[config.mk]
export PLATFORM = sky130hd
export DESIGN_NAME = funnel_shift_unit
export DESIGN_NICKNAME = d
export VERILOG_FILES = /design/src/rtl/fsh_pkg.sv /design/src/rtl/fsh_operand_sel.sv /design/src/rtl/fsh_stage.sv /design/src/rtl/fsh_window.sv /design/src/rtl/funnel_shift_unit.sv
export SDC_FILE = /design/constraint.sdc
export NUM_CORES = 1
export LEC_CHECK = 0
export ABC_AREA = 1
export BUFFER_PORTS_ARGS = -buffer_cell sky130_fd_sc_hd__buf_2
export CAP_MARGIN = 20
export CORE_MARGIN = 4
export CORE_UTILIZATION = 69
export DETAILED_ROUTE_END_ITERATION = 12
export PLACE_DENSITY = 0.87
export SYNTH_ARGS = -nofsm -noshare
export SYNTH_HDL_FRONTEND = slang
export SYNTH_HIERARCHICAL = 1
export SYNTH_SLANG_ARGS = --single-unit
[constraint.sdc]
create_clock -name vclk -period 6.6
set_clock_uncertainty 0.15 [all_clocks]
set_input_delay 0.66 -clock vclk [all_inputs]
set_output_delay 0.66 -clock vclk [all_outputs]
set_load 0.02 [all_outputs]
[src/rtl/fsh_pkg.sv]
package fsh_pkg;

  typedef enum logic [1:0] {
    FSH_LOGIC = 2'b00,
    FSH_ARITH = 2'b01,
    FSH_ROTAT = 2'b10,
    FSH_SPARE = 2'b11
  } fsh_mode_e;

  // Half-word role chosen by the front-end.
  typedef enum logic [1:0] {
    HALF_ZERO = 2'b00,
    HALF_DATA = 2'b01,
    HALF_SIGN = 2'b10
  } fsh_half_e;

  // Role of the upper half of the 2N-bit word.
  function automatic fsh_half_e upper_role(input fsh_mode_e m, input logic right);
    if (m == FSH_ROTAT)       return HALF_DATA;
    else if (!right)          return HALF_DATA;
    else if (m == FSH_ARITH)  return HALF_SIGN;
    else                      return HALF_ZERO;
  endfunction

  // Role of the lower half of the 2N-bit word.
  function automatic fsh_half_e lower_role(input fsh_mode_e m, input logic right);
    if (m == FSH_ROTAT)       return HALF_DATA;
    else if (right)           return HALF_DATA;
    else                      return HALF_ZERO;
  endfunction

endpackage

[src/rtl/fsh_operand_sel.sv]
module fsh_operand_sel
  import fsh_pkg::*;
#(
  parameter int N = 32
) (
  input  logic [N-1:0] opnd_i,
  input  logic [1:0]   mode_i,
  input  logic         dir_right_i,
  output logic [N-1:0] hi_o,
  output logic [N-1:0] lo_o
);

  fsh_mode_e mode_w;
  fsh_half_e hi_role_w;
  fsh_half_e lo_role_w;
  logic      sign_w;

  assign mode_w    = fsh_mode_e'(mode_i);
  assign hi_role_w = upper_role(mode_w, dir_right_i);
  assign lo_role_w = lower_role(mode_w, dir_right_i);
  assign sign_w    = opnd_i[N-1];

  always_comb begin
    unique case (hi_role_w)
      HALF_DATA: hi_o = opnd_i;
      HALF_SIGN: hi_o = {N{sign_w}};
      default:   hi_o = '0;
    endcase
  end

  always_comb begin
    unique case (lo_role_w)
      HALF_DATA: lo_o = opnd_i;
      HALF_SIGN: lo_o = {N{sign_w}};
      default:   lo_o = '0;
    endcase
  end

endmodule

[src/rtl/fsh_stage.sv]
module fsh_stage #(
  parameter int W  = 64,
  parameter int SH = 1
) (
  input  logic [W-1:0] d_i,
  input  logic         en_i,
  input  logic         right_i,
  output logic [W-1:0] d_o
);

  logic [W-1:0] to_low_w;
  logic [W-1:0] to_high_w;

  assign to_low_w  = {{SH{1'b0}}, d_i[W-1:SH]};
  assign to_high_w = {d_i[W-1-SH:0], {SH{1'b0}}};

  always_comb begin
    if (!en_i)        d_o = d_i;
    else if (right_i) d_o = to_low_w;
    else              d_o = to_high_w;
  end

endmodule

[src/rtl/fsh_window.sv]
module fsh_window #(
  parameter int N  = 32,
  parameter int SW = $clog2(N)
) (
  input  logic [N-1:0]  hi_i,
  input  logic [N-1:0]  lo_i,
  input  logic [SW-1:0] amt_i,
  input  logic          right_i,
  output logic [N-1:0]  win_o
);

  localparam int W = 2 * N;

  logic [W-1:0] chain_w [SW+1];

  assign chain_w[0] = {hi_i, lo_i};

  for (genvar k = 0; k < SW; k++) begin : g_stage
    fsh_stage #(
      .W  (W),
      .SH (1 << k)
    ) u_stage (
      .d_i     (chain_w[k]),
      .en_i    (amt_i[k]),
      .right_i (right_i),
      .d_o     (chain_w[k+1])
    );
  end

  assign win_o = right_i ? chain_w[SW][N-1:0] : chain_w[SW][W-1:N];

endmodule

[src/rtl/funnel_shift_unit.sv]
module funnel_shift_unit #(
  parameter int N = 32,
  localparam int SW = $clog2(N)
) (
  input  logic [N-1:0]  opnd_i,
  input  logic [SW-1:0] amt_i,
  input  logic          dir_right_i,
  input  logic [1:0]    mode_i,
  output logic [N-1:0]  result_o
);

  logic [N-1:0] hi_w;
  logic [N-1:0] lo_w;

  fsh_operand_sel #(.N(N)) u_sel (
    .opnd_i      (opnd_i),
    .mode_i      (mode_i),
    .dir_right_i (dir_right_i),
    .hi_o        (hi_w),
    .lo_o        (lo_w)
  );

  fsh_window #(.N(N), .SW(SW)) u_win (
    .hi_i    (hi_w),
    .lo_i    (lo_w),
    .amt_i   (amt_i),
    .right_i (dir_right_i),
    .win_o   (result_o)
  );

endmodule

==> run_results.csv <==
group,metric,value,unit
status,outcome,"finished with violations",
status,failed_checks,"design-rule violations",
global_route,antenna_found_initial,0,
worst_setup_path,crit_top_cell,"nand3_1",
min_path,min_to,"result_o[30]",
sta,drv_slew,0,
logic_synthesis,synth_fp_nets,1804,
sta,report.final.hold_viol_count,0,
logic_synthesis,synth_mux_area_share,0,%
global_route,grt_pass1_wl,42.69,mm
place,gp_congestion,0.9817,
floorplan,die_area,0.01401,mm^2
drt,finalWirelength,26.07,mm
place,portBuffers,72,
sta,rsz0062_at_grt,"false",
power_and_ir_drop,ir_drop,84.51,uV
min_path,hold-path-cell-count,8,
place,hpwl,18.64,mm
worst_setup_path,crit_arrival,4.60,ns
worst_setup_path,path_buf_inv,5,
power_and_ir_drop,p_leak,4.245,nW
logic_synthesis,synthSimpleGateAreaFrac,73.77,%
logic_synthesis,yosysWarnings,6,
power_and_ir_drop,p_per_area,96.65,mW/mm^2
sta,max_freq,185.0,MHz
cells_and_area,fill_cells,1183,
cells_and_area,final_cells,1823,
worst_setup_path,cp-start-kind,"primary input",
worst_setup_path,cp_max_fo,87,
power_and_ir_drop,power_frac_seq,0,%
sta,period_needed,5.406,ns
global_route,grt-ovfl-total,0,
worst_setup_path,cpPeakStageDelay,0.81,ns
min_path,min_from,"amt_i[3]",
cells_and_area,final.clkbuf_count,0,
logic_synthesis,synth-adder-area-share,0.2978,%
place,dp.cells,1821,
global_route,first_global_vias,8919,
cells_and_area,layout-drive-gt1-share,8.294,%
logic_synthesis,synth.most_common_cell,"nand2_1",
cells_and_area,area_delta_synth_final,-7.459,%
cells_and_area,num_antenna_cells,0,
drt,routed_via_density,6.296,
floorplan,die_h,118.4,um
cells_and_area,n_sequential_cell,0,
drt,ant_nets,0,
drt,first_pass_iters,11,
sta,setup_viol,0,
drt,wl_per_cell,14.30,um
cells_and_area,ff_latch_area,0,um^2
global_route,grtUsageTotal,34.64,%
logic_synthesis,synth_area,0.008404,mm^2
logic_synthesis,synth_compound_area_share,5.226,%
logic_synthesis,yosysSeqAreaShare,0,%
worst_setup_path,end_kind,"output port",
power_and_ir_drop,internal-power,0.0002171,W
logic_synthesis,synth_cell_types,20,
sta,max_slew_margin,28.79,%
logic_synthesis,synth-xor-area-share,0,%
worst_setup_path,path_class,"primary input to output port",
drt,drc,1,
power_and_ir_drop,power_frac_clock,0,%
logic_synthesis,synth_top_family_by_area,"simple AND/OR/NAND/NOR gates",
floorplan,pin_count,72,
worst_setup_path,crit_chain,"buf_8, inv_1, buf_4, nor2_1, nand2_1, ha_1, nand2_1, a21oi_2, inv_1, nand2_1, nand3_1, nand2_1, nand3_1, nand3_1, nand3_1, nand3_1, nand3_1, nand3_1, nand3_1, nand3_1, nand2_1, nand2_1, buf_2",
floorplan,rows,40,
sta,tightest_slew,1.067,ns
clock_network,cts_setup_buffers,0,
cells_and_area,fin_nets,1720,
worst_setup_path,cp_slowest_cell,"ha_1",
sta,fin_crit_sh,81.91,%
cells_and_area,finalCoreUtilization,65.02,%
worst_setup_path,crit_family,"simple AND/OR/NAND/NOR gates",
clock_network,cts_resized,0,
logic_synthesis,yosys-top-cells-count,"nand2_1 (714), nand3_1 (682), inv_1 (100)",
floorplan,die_w,118.4,um
logic_synthesis,synthCells,1762,
floorplan,start_util,70.26,%
sta,holdWs,2.003,ns
power_and_ir_drop,p_comb_share,100.0,%
logic_synthesis,synth_top_area_share,40.61,%
power_and_ir_drop,p_sw_share,71.11,%
drt,drt_iter0_markers,2482,
clock_network,hold_buffers,0,
worst_setup_path,critPathRequiredTime,5.79,ns
flow_run,cap_violations,0,
logic_synthesis,syn_avg_cell_area,4.770,um^2
power_and_ir_drop,power_switching,0.0005345,W
sta,finalSetupTns,0,ns
global_route,grt_start_max_net_pins,132,
min_path,min-delay-path-class,"primary input to output port",
floorplan,coreArea,0.01196,mm^2
logic_synthesis,synth_area_leaders,"nand3_1 (41%), nand2_1 (32%), buf_6 (7.6%), inv_1 (4.5%), buf_2 (4.2%)",
drt,routed-via-count,11477,
logic_synthesis,yosys.area.top_type,"nand3_1",
## stage by stage
stage               setup WS [ns]  total power, W  cell area [um^2]
global route               0.8662       0.0008284              7777
finish                      1.194       0.0007517              7777
detailed placement          1.237       0.0007216              7722
global placement            1.341       0.0007057              7722
CTS                         1.233       0.0007222              7722
floorplan                   3.017       0.0006088              8404
## cell families after synthesis
kind of cell               after synthesis
and+or+nand+nor                       1413
buffers and inverters                  281
AOI/OAI and AO/OA                       66
adders and majority gates                2
## layout make-up
class	instances	area [um^2]	area share, %
inverter	111	426.7	5.486
timing repair buffer	84	503.0	6.467
tap	147	183.9	2.365
multi-input combinational	1481	6664	85.68
## routing by layer
metal	up-vias	GRT usage, %	routed length, um
li1	5588	-	-
met1	4894	50.09	10350
met2	866	52.09	11170
met3	129	3.493	3233
met4	0	14.14	1311
met5	-	0	0
## power groups by stage
stage	logic [W]	registers (W)	clock network, W
after global placement	0.000706	0	0
after detailed placement	0.000722	0	0
after CTS	0.000722	0	0
after global routing	0.000828	0	0
final	0.000752	0	0
after floorplan	0.000609	0	0
## worst max path at each step
stage,depth (start not counted),start,endpoint,slack (ns)
after global placement,23,dir_right_i,result_o[27],1.34
after global routing,24,dir_right_i,result_o[26],0.87
final,23,dir_right_i,result_o[27],1.19
after floorplan,21,dir_right_i,result_o[24],3.02
after detailed placement,24,dir_right_i,result_o[26],1.24
after CTS,24,dir_right_i,result_o[26],1.23
## placed cells by master, fill, tap and decap left out
master and instances:
nand2_1 714, buf_8 1, inv_4 1, inv_8 1, buf_2 70, nor2_2 2
nor2_1 2, inv_2 9, buf_4 11, a21oi_2 29, nand3_1 682, nor2_4 1
o21ai_0 2, buf_16 2, nand2_2 12, ha_1 2, a21oi_1 35, inv_1 100
No activity file was read; power rests on OpenSTA's default activity.
